--- config.mk ---
export PLATFORM = sky130hd
export DESIGN_NAME = bank_dma
export DESIGN_NICKNAME = d
export VERILOG_FILES = /design/src/rtl/bdma_pkg.sv /design/src/rtl/bdma_lane_regs.sv /design/src/rtl/bdma_pick.sv /design/src/rtl/bdma_mover.sv /design/src/rtl/bank_dma.sv
export SDC_FILE = /design/constraint.sdc
export NUM_CORES = 2
export LEC_CHECK = 0
export BUFFER_PORTS_ARGS = -buffer_cell sky130_fd_sc_hd__buf_4
export CAP_MARGIN = 30
export CORE_ASPECT_RATIO = 1.5
export CORE_UTILIZATION = 69
export CTS_CLUSTER_DIAMETER = 60
export DETAILED_ROUTE_END_ITERATION = 7
export PLACE_DENSITY = 0.87
export SLEW_MARGIN = 20
export SYNTH_ARGS = -nofsm -noshare
export SYNTH_HDL_FRONTEND = slang
export SYNTH_SLANG_ARGS = --single-unit
--- constraint.sdc ---
create_clock -name clk -period 8.7 [get_ports clk]
set_input_delay 1.305 -clock clk [delete_from_list [all_inputs] [get_ports clk]]
set_output_delay 1.305 -clock clk [all_outputs]
set_load 0.005 [all_outputs]
--- src/rtl/bdma_pkg.sv ---
package bdma_pkg;

  localparam int CTRL_BASE   = 16;
  localparam int CTRL_END    = 32;
  localparam int LANE_BASE   = 32;
  localparam int LANE_STRIDE = 11;
  localparam int FLD_BYTES   = 3;

  localparam logic [7:0] CMD_TO_PER  = 8'h01;
  localparam logic [7:0] CMD_TO_CORE = 8'h02;

  typedef enum logic [1:0] {
    MV_IDLE = 2'd0,
    MV_RUN  = 2'd1,
    MV_FIN  = 2'd2
  } mv_state_e;

  typedef struct packed {
    logic [8*FLD_BYTES-1:0] core_addr;
    logic [8*FLD_BYTES-1:0] per_addr;
    logic [8*FLD_BYTES-1:0] length;
    logic [7:0]             first_bank;
    logic [7:0]             last_bank;
    logic                   to_core;
  } lane_desc_t;

  function automatic logic is_cmd(input logic [7:0] v);
    return (v == CMD_TO_PER) || (v == CMD_TO_CORE);
  endfunction

  function automatic logic [7:0] bank_step(input logic [7:0] cur, input logic [7:0] last);
    if (cur < last)      return cur + 8'd1;
    else if (cur > last) return cur - 8'd1;
    else                 return cur;
  endfunction

  function automatic int lane_byte_off(input int lane, input int k);
    return LANE_BASE + lane * LANE_STRIDE + k;
  endfunction

endpackage

--- src/rtl/bdma_lane_regs.sv ---
module bdma_lane_regs
  import bdma_pkg::*;
#(
  parameter int NUM_LANES = 8,
  parameter int REG_AW    = 8,
  parameter int LANE_IW   = 3
) (
  input  logic               clk,
  input  logic               rst_n,
  input  logic               wr_en_i,
  input  logic [REG_AW-1:0]  wr_addr_i,
  input  logic [7:0]         wr_data_i,
  input  logic [REG_AW-1:0]  rd_addr_i,
  output logic [7:0]         rd_data_o,
  input  logic [NUM_LANES-1:0] lock_i,
  input  logic               done_i,
  input  logic [LANE_IW-1:0] done_lane_i,
  output logic [NUM_LANES-1:0] pending_o,
  output lane_desc_t         desc_o [NUM_LANES]
);

  logic [7:0] fld_q [NUM_LANES][LANE_STRIDE];
  logic [7:0] cmd_q [NUM_LANES];

  always_ff @(posedge clk or negedge rst_n) begin
    if (!rst_n) begin
      for (int l = 0; l < NUM_LANES; l++) begin
        cmd_q[l] <= '0;
        for (int k = 0; k < LANE_STRIDE; k++) fld_q[l][k] <= '0;
      end
    end else begin
      for (int l = 0; l < NUM_LANES; l++) begin
        if (done_i && done_lane_i == LANE_IW'(l))
          cmd_q[l] <= '0;
        else if (wr_en_i && int'(wr_addr_i) == CTRL_BASE + l &&
                 cmd_q[l] == '0 && is_cmd(wr_data_i))
          cmd_q[l] <= wr_data_i;
        for (int k = 0; k < LANE_STRIDE; k++)
          if (wr_en_i && !lock_i[l] && int'(wr_addr_i) == lane_byte_off(l, k))
            fld_q[l][k] <= wr_data_i;
      end
    end
  end

  always_comb begin
    rd_data_o = '0;
    for (int l = 0; l < NUM_LANES; l++) begin
      if (int'(rd_addr_i) == CTRL_BASE + l) rd_data_o = cmd_q[l];
      for (int k = 0; k < LANE_STRIDE; k++)
        if (int'(rd_addr_i) == lane_byte_off(l, k)) rd_data_o = fld_q[l][k];
    end
  end

  for (genvar g = 0; g < NUM_LANES; g++) begin : g_lane
    localparam int LO = LANE_BASE + g * LANE_STRIDE;
    logic ctrl_bad_wr, fld_wr;

    assign pending_o[g] = (cmd_q[g] != '0);
    assign desc_o[g] = {fld_q[g][2], fld_q[g][1], fld_q[g][0],
                        fld_q[g][5], fld_q[g][4], fld_q[g][3],
                        fld_q[g][8], fld_q[g][7], fld_q[g][6],
                        fld_q[g][9], fld_q[g][10],
                        (cmd_q[g] == CMD_TO_CORE)};

    assign ctrl_bad_wr = wr_en_i && int'(wr_addr_i) == CTRL_BASE + g && !is_cmd(wr_data_i);
    assign fld_wr = wr_en_i && int'(wr_addr_i) >= LO && int'(wr_addr_i) < LO + LANE_STRIDE;

    AST_BAD_CMD_IGNORED: assert property (@(posedge clk) disable iff (!rst_n)
      ctrl_bad_wr && !pending_o[g] |=> !pending_o[g]);
    AST_LOCKED_DESC_HOLD: assert property (@(posedge clk) disable iff (!rst_n)
      fld_wr && lock_i[g] |=> $stable(desc_o[g]));
  end

endmodule

--- src/rtl/bdma_pick.sv ---
module bdma_pick #(
  parameter int NUM_LANES = 8,
  parameter int LANE_IW   = 3
) (
  input  logic                 clk,
  input  logic                 rst_n,
  input  logic [NUM_LANES-1:0] pending_i,
  output logic                 any_o,
  output logic [LANE_IW-1:0]   idx_o
);

  logic [NUM_LANES-1:0] grant_oh;

  always_comb begin
    idx_o    = '0;
    grant_oh = '0;
    for (int l = NUM_LANES - 1; l >= 0; l--) begin
      if (pending_i[l]) begin
        idx_o    = LANE_IW'(l);
        grant_oh = '0;
        grant_oh[l] = 1'b1;
      end
    end
  end

  assign any_o = |pending_i;

  AST_PICK_IS_PENDING: assert property (@(posedge clk) disable iff (!rst_n)
    any_o |-> (pending_i & grant_oh) != '0);
  AST_PICK_LOWEST: assert property (@(posedge clk) disable iff (!rst_n)
    any_o |-> (pending_i & (grant_oh - 1'b1)) == '0);

endmodule

--- src/rtl/bdma_mover.sv ---
module bdma_mover
  import bdma_pkg::*;
#(
  parameter int CORE_AW = 24,
  parameter int BANK_W  = 8,
  parameter int HALF_W  = 19,
  parameter int LANE_IW = 3
) (
  input  logic               clk,
  input  logic               rst_n,
  input  logic               start_i,
  input  logic [LANE_IW-1:0] start_lane_i,
  input  lane_desc_t         desc_i,
  input  logic               bank_wr_i,
  input  logic               bank_wsel_i,
  input  logic [7:0]         bank_wdata_i,
  output logic [7:0]         bank_lo_o,
  output logic [7:0]         bank_hi_o,
  output logic               busy_o,
  output logic               done_o,
  output logic [LANE_IW-1:0] lane_o,
  output logic               core_req_o,
  output logic               core_we_o,
  output logic [CORE_AW-1:0] core_addr_o,
  output logic [7:0]         core_wdata_o,
  input  logic [7:0]         core_rdata_i,
  input  logic               core_gnt_i,
  output logic               per_req_o,
  output logic               per_we_o,
  output logic [BANK_W+HALF_W-1:0] per_addr_o,
  output logic [7:0]         per_wdata_o,
  input  logic [7:0]         per_rdata_i,
  input  logic               per_gnt_i
);

  localparam int PW = HALF_W + 1;

  mv_state_e            state_q;
  logic [CORE_AW-1:0]   caddr_q;
  logic [PW-1:0]        paddr_q;
  logic [8*FLD_BYTES-1:0] remain_q;
  logic [7:0]           bank_cur_q, bank_last_q;
  logic [7:0]           bank_lo_q, bank_hi_q, save_lo_q, save_hi_q;
  logic                 to_core_q;
  logic [LANE_IW-1:0]   lane_q;

  // Named events for the checks below
  logic       beat, crossing, half;
  logic [7:0] lo_in, hi_in, step_val, window_bank;

  assign beat        = (state_q == MV_RUN) && core_gnt_i && per_gnt_i;
  assign crossing    = beat && (&paddr_q[HALF_W-1:0]);
  assign half        = paddr_q[HALF_W];
  assign step_val    = bank_step(bank_cur_q, bank_last_q);
  assign window_bank = half ? bank_hi_q : bank_lo_q;
  assign lo_in       = (bank_wr_i && !bank_wsel_i) ? bank_wdata_i : bank_lo_q;
  assign hi_in       = (bank_wr_i &&  bank_wsel_i) ? bank_wdata_i : bank_hi_q;

  always_ff @(posedge clk or negedge rst_n) begin
    if (!rst_n) begin
      state_q     <= MV_IDLE;
      caddr_q     <= '0;
      paddr_q     <= '0;
      remain_q    <= '0;
      bank_cur_q  <= '0;
      bank_last_q <= '0;
      bank_lo_q   <= '0;
      bank_hi_q   <= '0;
      save_lo_q   <= '0;
      save_hi_q   <= '0;
      to_core_q   <= 1'b0;
      lane_q      <= '0;
    end else begin
      unique case (state_q)
        MV_IDLE: begin
          bank_lo_q <= lo_in;
          bank_hi_q <= hi_in;
          if (start_i) begin
            save_lo_q   <= lo_in;
            save_hi_q   <= hi_in;
            lane_q      <= start_lane_i;
            caddr_q     <= desc_i.core_addr[CORE_AW-1:0];
            paddr_q     <= desc_i.per_addr[PW-1:0];
            remain_q    <= desc_i.length;
            bank_cur_q  <= desc_i.first_bank;
            bank_last_q <= desc_i.last_bank;
            to_core_q   <= desc_i.to_core;
            if (desc_i.length == '0) begin
              state_q <= MV_FIN;
            end else begin
              state_q <= MV_RUN;
              if (desc_i.per_addr[HALF_W]) bank_hi_q <= desc_i.first_bank;
              else                         bank_lo_q <= desc_i.first_bank;
            end
          end
        end
        MV_RUN: begin
          if (beat) begin
            caddr_q  <= caddr_q + 1'b1;
            paddr_q  <= paddr_q + 1'b1;
            remain_q <= remain_q - 1'b1;
            if (crossing) begin
              bank_cur_q <= step_val;
              if (half) bank_lo_q <= step_val;
              else      bank_hi_q <= step_val;
            end
            if (remain_q == 1) state_q <= MV_FIN;
          end
        end
        MV_FIN: begin
          bank_lo_q <= save_lo_q;
          bank_hi_q <= save_hi_q;
          state_q   <= MV_IDLE;
        end
        default: state_q <= MV_IDLE;
      endcase
    end
  end

  assign busy_o       = (state_q != MV_IDLE);
  assign done_o       = (state_q == MV_FIN);
  assign lane_o       = lane_q;
  assign bank_lo_o    = bank_lo_q;
  assign bank_hi_o    = bank_hi_q;

  assign core_req_o   = (state_q == MV_RUN);
  assign core_we_o    = to_core_q;
  assign core_addr_o  = caddr_q;
  assign core_wdata_o = per_rdata_i;

  assign per_req_o    = (state_q == MV_RUN);
  assign per_we_o     = !to_core_q;
  assign per_addr_o   = {window_bank[BANK_W-1:0], paddr_q[HALF_W-1:0]};
  assign per_wdata_o  = core_rdata_i;

  logic unused_bits;
  assign unused_bits = ^{desc_i.core_addr, desc_i.per_addr, window_bank};

  AST_ONE_WRITER: assert property (@(posedge clk) disable iff (!rst_n)
    core_req_o |-> (core_we_o != per_we_o));
  AST_ZERO_LEN_NO_REQ: assert property (@(posedge clk) disable iff (!rst_n)
    start_i && desc_i.length == '0 |=> !core_req_o && !per_req_o);
  AST_WINDOW_TRACKS_BANK: assert property (@(posedge clk) disable iff (!rst_n)
    state_q == MV_RUN |-> window_bank == bank_cur_q);
  AST_CROSS_STEPS: assert property (@(posedge clk) disable iff (!rst_n)
    crossing && bank_cur_q != bank_last_q |=> bank_cur_q != $past(bank_cur_q));
  AST_BANKS_RESTORED: assert property (@(posedge clk) disable iff (!rst_n)
    state_q == MV_FIN |=> bank_lo_q == save_lo_q && bank_hi_q == save_hi_q);
  AST_STALL_HOLDS: assert property (@(posedge clk) disable iff (!rst_n)
    state_q == MV_RUN && !beat |=> $stable(remain_q) && core_req_o);
  AST_BEAT_ONE_BYTE: assert property (@(posedge clk) disable iff (!rst_n)
    beat && remain_q > 1 |=> remain_q == $past(remain_q) - 1'b1);
  AST_WINDOW_LOCKED: assert property (@(posedge clk) disable iff (!rst_n)
    state_q == MV_RUN && !crossing |=> $stable(bank_lo_q) && $stable(bank_hi_q));

endmodule

--- src/rtl/bank_dma.sv ---
module bank_dma
  import bdma_pkg::*;
#(
  parameter int NUM_LANES = 8,
  parameter int REG_AW    = 8,
  parameter int CORE_AW   = 24,
  parameter int BANK_W    = 8,
  parameter int HALF_W    = 19
) (
  input  logic                     clk,
  input  logic                     rst_n,
  input  logic                     reg_wr,
  input  logic [REG_AW-1:0]        reg_waddr,
  input  logic [7:0]               reg_wdata,
  input  logic [REG_AW-1:0]        reg_raddr,
  output logic [7:0]               reg_rdata,
  output logic                     core_req,
  output logic                     core_we,
  output logic [CORE_AW-1:0]       core_addr,
  output logic [7:0]               core_wdata,
  input  logic [7:0]               core_rdata,
  input  logic                     core_gnt,
  output logic                     per_req,
  output logic                     per_we,
  output logic [BANK_W+HALF_W-1:0] per_addr,
  output logic [7:0]               per_wdata,
  input  logic [7:0]               per_rdata,
  input  logic                     per_gnt
);

  localparam int LANE_IW = (NUM_LANES > 1) ? $clog2(NUM_LANES) : 1;

  logic [NUM_LANES-1:0] pending, lock_oh;
  lane_desc_t           lane_desc [NUM_LANES];
  logic                 pick_any, start, busy, done;
  logic [LANE_IW-1:0]   pick_idx, run_lane;
  logic [7:0]           bank_lo, bank_hi, lane_rdata;
  logic                 bank_wr;

  assign bank_wr = reg_wr && (int'(reg_waddr) < 2);
  assign start   = pick_any && !busy;

  always_comb begin
    lock_oh = '0;
    if (busy) lock_oh[run_lane] = 1'b1;
  end

  bdma_lane_regs #(.NUM_LANES(NUM_LANES), .REG_AW(REG_AW), .LANE_IW(LANE_IW)) u_regs (
    .clk(clk), .rst_n(rst_n),
    .wr_en_i(reg_wr), .wr_addr_i(reg_waddr), .wr_data_i(reg_wdata),
    .rd_addr_i(reg_raddr), .rd_data_o(lane_rdata),
    .lock_i(lock_oh), .done_i(done), .done_lane_i(run_lane),
    .pending_o(pending), .desc_o(lane_desc)
  );

  bdma_pick #(.NUM_LANES(NUM_LANES), .LANE_IW(LANE_IW)) u_pick (
    .clk(clk), .rst_n(rst_n), .pending_i(pending), .any_o(pick_any), .idx_o(pick_idx)
  );

  bdma_mover #(.CORE_AW(CORE_AW), .BANK_W(BANK_W), .HALF_W(HALF_W), .LANE_IW(LANE_IW)) u_mover (
    .clk(clk), .rst_n(rst_n),
    .start_i(start), .start_lane_i(pick_idx), .desc_i(lane_desc[pick_idx]),
    .bank_wr_i(bank_wr), .bank_wsel_i(reg_waddr[0]), .bank_wdata_i(reg_wdata),
    .bank_lo_o(bank_lo), .bank_hi_o(bank_hi),
    .busy_o(busy), .done_o(done), .lane_o(run_lane),
    .core_req_o(core_req), .core_we_o(core_we), .core_addr_o(core_addr),
    .core_wdata_o(core_wdata), .core_rdata_i(core_rdata), .core_gnt_i(core_gnt),
    .per_req_o(per_req), .per_we_o(per_we), .per_addr_o(per_addr),
    .per_wdata_o(per_wdata), .per_rdata_i(per_rdata), .per_gnt_i(per_gnt)
  );

  always_comb begin
    if (int'(reg_raddr) == 0)      reg_rdata = bank_lo;
    else if (int'(reg_raddr) == 1) reg_rdata = bank_hi;
    else                           reg_rdata = lane_rdata;
  end

  AST_SINGLE_LANE_LOCK: assert property (@(posedge clk) disable iff (!rst_n)
    $onehot0(lock_oh));
  AST_NO_START_WHILE_BUSY: assert property (@(posedge clk) disable iff (!rst_n)
    busy |=> $stable(run_lane) || $past(done));

endmodule

==> results.ini, run 1 <==
[yosys]
syn_nets = 5005
synth_area_leader_cell = dfrtp_1
syn_area_um2 = 51000
synthTopCellsByArea = dfrtp_1, mux2_2, mux4_2
syn_avg_cell_area_um2 = 10.3
synth_warnings = 0
synth_ff_type = dfrtp_1
synth_top_area_share_pct = 43.7
ys_async_sr_fraction_pct = 100
netlist_instances = 4942
synth_cell_types = 92
ys_seq_area_share_pct = 43.7
synth_edf_count = 0
ys_ff_latch = 890

[cts]
cts-root-buf = clkbuf_16
htreeDepth = 3
cts_buffer_depth = 3
cts_resized = 0
post_cts_buffers = 0
numCtsBuffers = 84
clock_sinks = 890
hold_buffers = 0

[global_route]
grt_pass1_wl_um = 449000
grt_pass1_vias = 56113
grt_max_degree = 176
grt.total_usage_pct = 83.8
overflow = 1966

[die]
start_util_pct = 70.0
rows = 121
die_w_um = 224
ioPinCount = 124
die_h_um = 335

[run_status]
tool.error = [ERROR GRT-0116] Global routing finished with congestion. Check the congestion regions in the DRC Viewer.
lastStage = global routing
status = did not finish

[placement]
dpl_worst_slack_ns = 1.73
place_hpwl_um = 184000
port_buffers = 91
place.gp.congestion = 1.63

## cell families after synthesis
| kind of cell | count (synthesis) | synth area share [%] |
|---|---|---|
| buffers and inverters | 390 | 3.29 |
| AND/OR/NAND/NOR | 1587 | 15.0 |
| flip-flops | 890 | 43.7 |
| XOR/XNOR | 8 | 0.137 |
| adder cells (fa/ha/maj) | 18 | 0.442 |
| multiplexers | 941 | 22.8 |
| AO/OA/AOI/OAI | 1108 | 14.6 |
## layer usage
metal	GRT usage, %	overflow
met3	72.5	152
met5	50.0	12
met2	99.0	1165
met1	81.8	102
met4	81.5	535
## through the flow
step	hold slack (ns)	std cells	cell area [um2]
2_1_floorplan	0.439	4942	51000
3_3_place_gp	0.454	5729	52100
3_5_place_dp	0.464	5733	52200
4_1_cts	0.476	5882	55200
## Yosys cell counts (all sizes together), types with 70 or more instances
cell type and count:
clkbuf 249, nor4 70, o22ai 80, nand3 128, dfrtp 890, buf 107
mux2i 128, nor3 110, a21oi 213, mux2 706, nor2 408, a221oi 100
and3 75, nand2 544, o21ai 279, mux4 107
==> run 2, diff against run 1 <==
--- a/config.mk
+++ b/config.mk
@@ -7,11 +7,9 @@
 export LEC_CHECK = 0
 export BUFFER_PORTS_ARGS = -buffer_cell sky130_fd_sc_hd__buf_4
 export CAP_MARGIN = 30
-export CORE_ASPECT_RATIO = 1.5
-export CORE_UTILIZATION = 69
-export CTS_CLUSTER_DIAMETER = 60
+export CORE_UTILIZATION = 40
 export DETAILED_ROUTE_END_ITERATION = 7
-export PLACE_DENSITY = 0.87
+export PLACE_DENSITY_LB_ADDON = 0.15
 export SLEW_MARGIN = 20
 export SYNTH_ARGS = -nofsm -noshare
 export SYNTH_HDL_FRONTEND = slang
==> results.ini, run 2 <==
[flow_run]
cap_violations = 0

[placement]
place_hpwl_um = 265000
place.gp.congestion = 1.13
port_buffers = 91

[yosys]
synth_top_family_by_area = multiplexers
synth_cell_types = 92
yosys.cell_count.top_type = dfrtp_1
synthMuxAreaShare_pct = 22.8
synthSimpleGateAreaFrac_pct = 15.0
synthXorXnorAreaFrac_pct = 0.137
syn_area_um2 = 51000
synth_area_leader_cell = dfrtp_1
syn_nets = 5005
synth_ff_type = dfrtp_1
syn_avg_cell_area_um2 = 10.3
ys_async_sr_fraction_pct = 100
yosys-top-cells-count = dfrtp_1, mux2_2, nand2_1
synth_edf_count = 0
ys_ff_latch = 890
synth_warnings = 0
ys_seq_area_share_pct = 43.7
synthTopCellsByArea = dfrtp_1, mux2_2, mux4_2
netlist_instances = 4942
synth-compound-area-share_pct = 14.6
synth_top_area_share_pct = 43.7
synth_adder_area_share_pct = 0.442

[run_status]
status = finished clean

[global_route]
grt_pass1_wl_um = 439000
overflow = 0
grt.total_usage_pct = 51.3
antenna_found_initial = 45
grt_pass1_vias = 44880
grt_max_degree = 172

[worst_hold_path]
hp-class = reg -> reg
holdCritStartpoint = u_mover.bank_last_q[1]$_DFFE_PN0P_
holdPathEnd = u_mover.bank_last_q[1]$_DFFE_PN0P_
min_path_cells = 2

[final_layout]
largest_register_ffs = 704
area_delta_synth_final_pct = 13.1
final_common_cell = dfrtp_1
layout-drive-gt1-share_pct = 26.9
final_cell_mix = dfrtp_1, mux2_2, nand2_1
final_nets = 5041
utilization_pct = 45.7

[die]
die_area_um2 = 129000
ioPinCount = 124
die_h_um = 359
rows = 130
coreArea_um2 = 126000
die_w_um = 359
start_util_pct = 40.4

[worst_setup_path]
ff2ff_setup_slack_ns = 2.75
required_ns = 7.39
rr_worst_depth = 11
end_kind = primary output
cpMostUsedCell = buf_4
worst_path_max_delay_cell = a2111oi_1
slowest_delay_ns = 1.00
reg2reg_to = u_mover.bank_hi_o[6]$_DFFE_PN0P_
worstPathArrival_ns = 6.53
critPathKind = in -> out
start_kind = input port
cp_cell_sequence = buf_4 > nand2b_1 > buf_4 > nor2_1 > buf_4 > nand2_1 > o21ai_0 > a21oi_1 > a2111oi_1 > o211ai_1 > nor4b_1 > or3_1 > o211ai_1 > buf_4
rr_startpoint = u_regs.cmd_q[56]$_DFFE_PN0P_
path_max_fanout = 49

[power]
p_leak_nw = 25.6
p_per_area_nw_per_um2 = 212
peakVddDrop_uv = 201

[sta]
hold_violations = 0
setup_viol = 0
skew_ns = 0.0356
slew-limit-headroom_pct = 17.1
fin_crit_ns = 7.83
rsz0062_at_grt = no
fin_crit_sh_pct = 90.0
finalSetupTns_ns = 0
fmax_mhz = 128
slew_viol_final = 0
worst_pin_slew_ns = 1.24

[drt]
dr_total_vias = 49083
ant_nets = 0
routed_wirelength_um = 337000
firstDrtPassIters = 8
drc = 0
wl_per_cell_um = 50.1
vias_per_cell = 7.29
drtIter0Drc = 8455

[cts]
cts_resized = 0
numCtsBuffers = 101
cts_tree = yes
post_cts_buffers = 0
hold_buffers = 0
cts-root-buf = clkbuf_16
clkLatencyLatePin_ns = 0.77
clock_sinks = 890
path_clk_slew_ns = 0.06
htreeDepth = 3
cts_buffer_depth = 3

run 2: cell counts after synthesis:
No cell type changed its count.
run 2: how the worst max path moves through the flow:
stage / startpoint / to / cells past startpoint
after global routing: reg_raddr[2] / reg_rdata[2] / 14
final: reg_raddr[2] / reg_rdata[2] / 14
after CTS: reg_raddr[2] / reg_rdata[2] / 14
after floorplan: reg_raddr[3] / reg_rdata[6] / 12
after global placement: reg_raddr[2] / reg_rdata[2] / 14
after detailed placement: reg_raddr[2] / reg_rdata[2] / 14
run 2: through the flow:
step           worst slack (ns)  hold slack, ns  total power (W)  cells  cell area (um2)
6_report                  0.867           0.470           0.0122   6729            57700
2_1_floorplan              3.41           0.439          0.00624   4942            51000
3_5_place_dp               1.17           0.463          0.00749   6513            54000
3_3_place_gp              0.878           0.454          0.00743   6486            53700
4_1_cts                    1.16           0.477           0.0121   6696            57500
5_1_grt                    1.04           0.494           0.0125   6710            57600
run 2: kinds of logic after synthesis:
| kind of cell | after synthesis |
|---|---|
| XOR/XNOR | 8 |
| AND/OR/NAND/NOR | 1587 |
| multiplexers | 941 |
| adder cells (fa/ha/maj) | 18 |
| AO/OA/AOI/OAI | 1108 |
| buffers and inverters | 390 |
| flip-flops | 890 |
run 2: final cells by class:
class	instances	area, um2
Timing Repair Buffer	289	2320
Antenna cell	21	52.6
Inverter	34	128
Clock inverter	57	781
Clock buffer	126	2760
Fill cell	12020	68400
Tap cell	1650	2060
Multi-Input combinational cell	3662	27300
Sequential cell	890	22300
run 2: layer usage:
layer	global-route usage [%]	share of wire, %
met1	67.0	39
met2	67.5	38
met3	23.4	14
met4	33.5	8.1
met5	0.407	0.082
run 2: where the power goes:
| group | total (W) | internal (W) | switching, W | leakage [nW] |
|---|---|---|---|---|
| clock network | 0.00466 | 0.00268 | 0.00198 | 1.73 |
| logic | 0.00231 | 0.000879 | 0.00143 | 11.8 |
| registers | 0.00527 | 0.00451 | 0.000762 | 12.1 |
run 2: worst max-delay path: cells and delay by family:
family / cells / cell delay, ns
compound gates: 5 / 2.03
simple gates: 5 / 1.87
buf+inv: 4 / 1.28
Power figures use the tool's default switching activity.
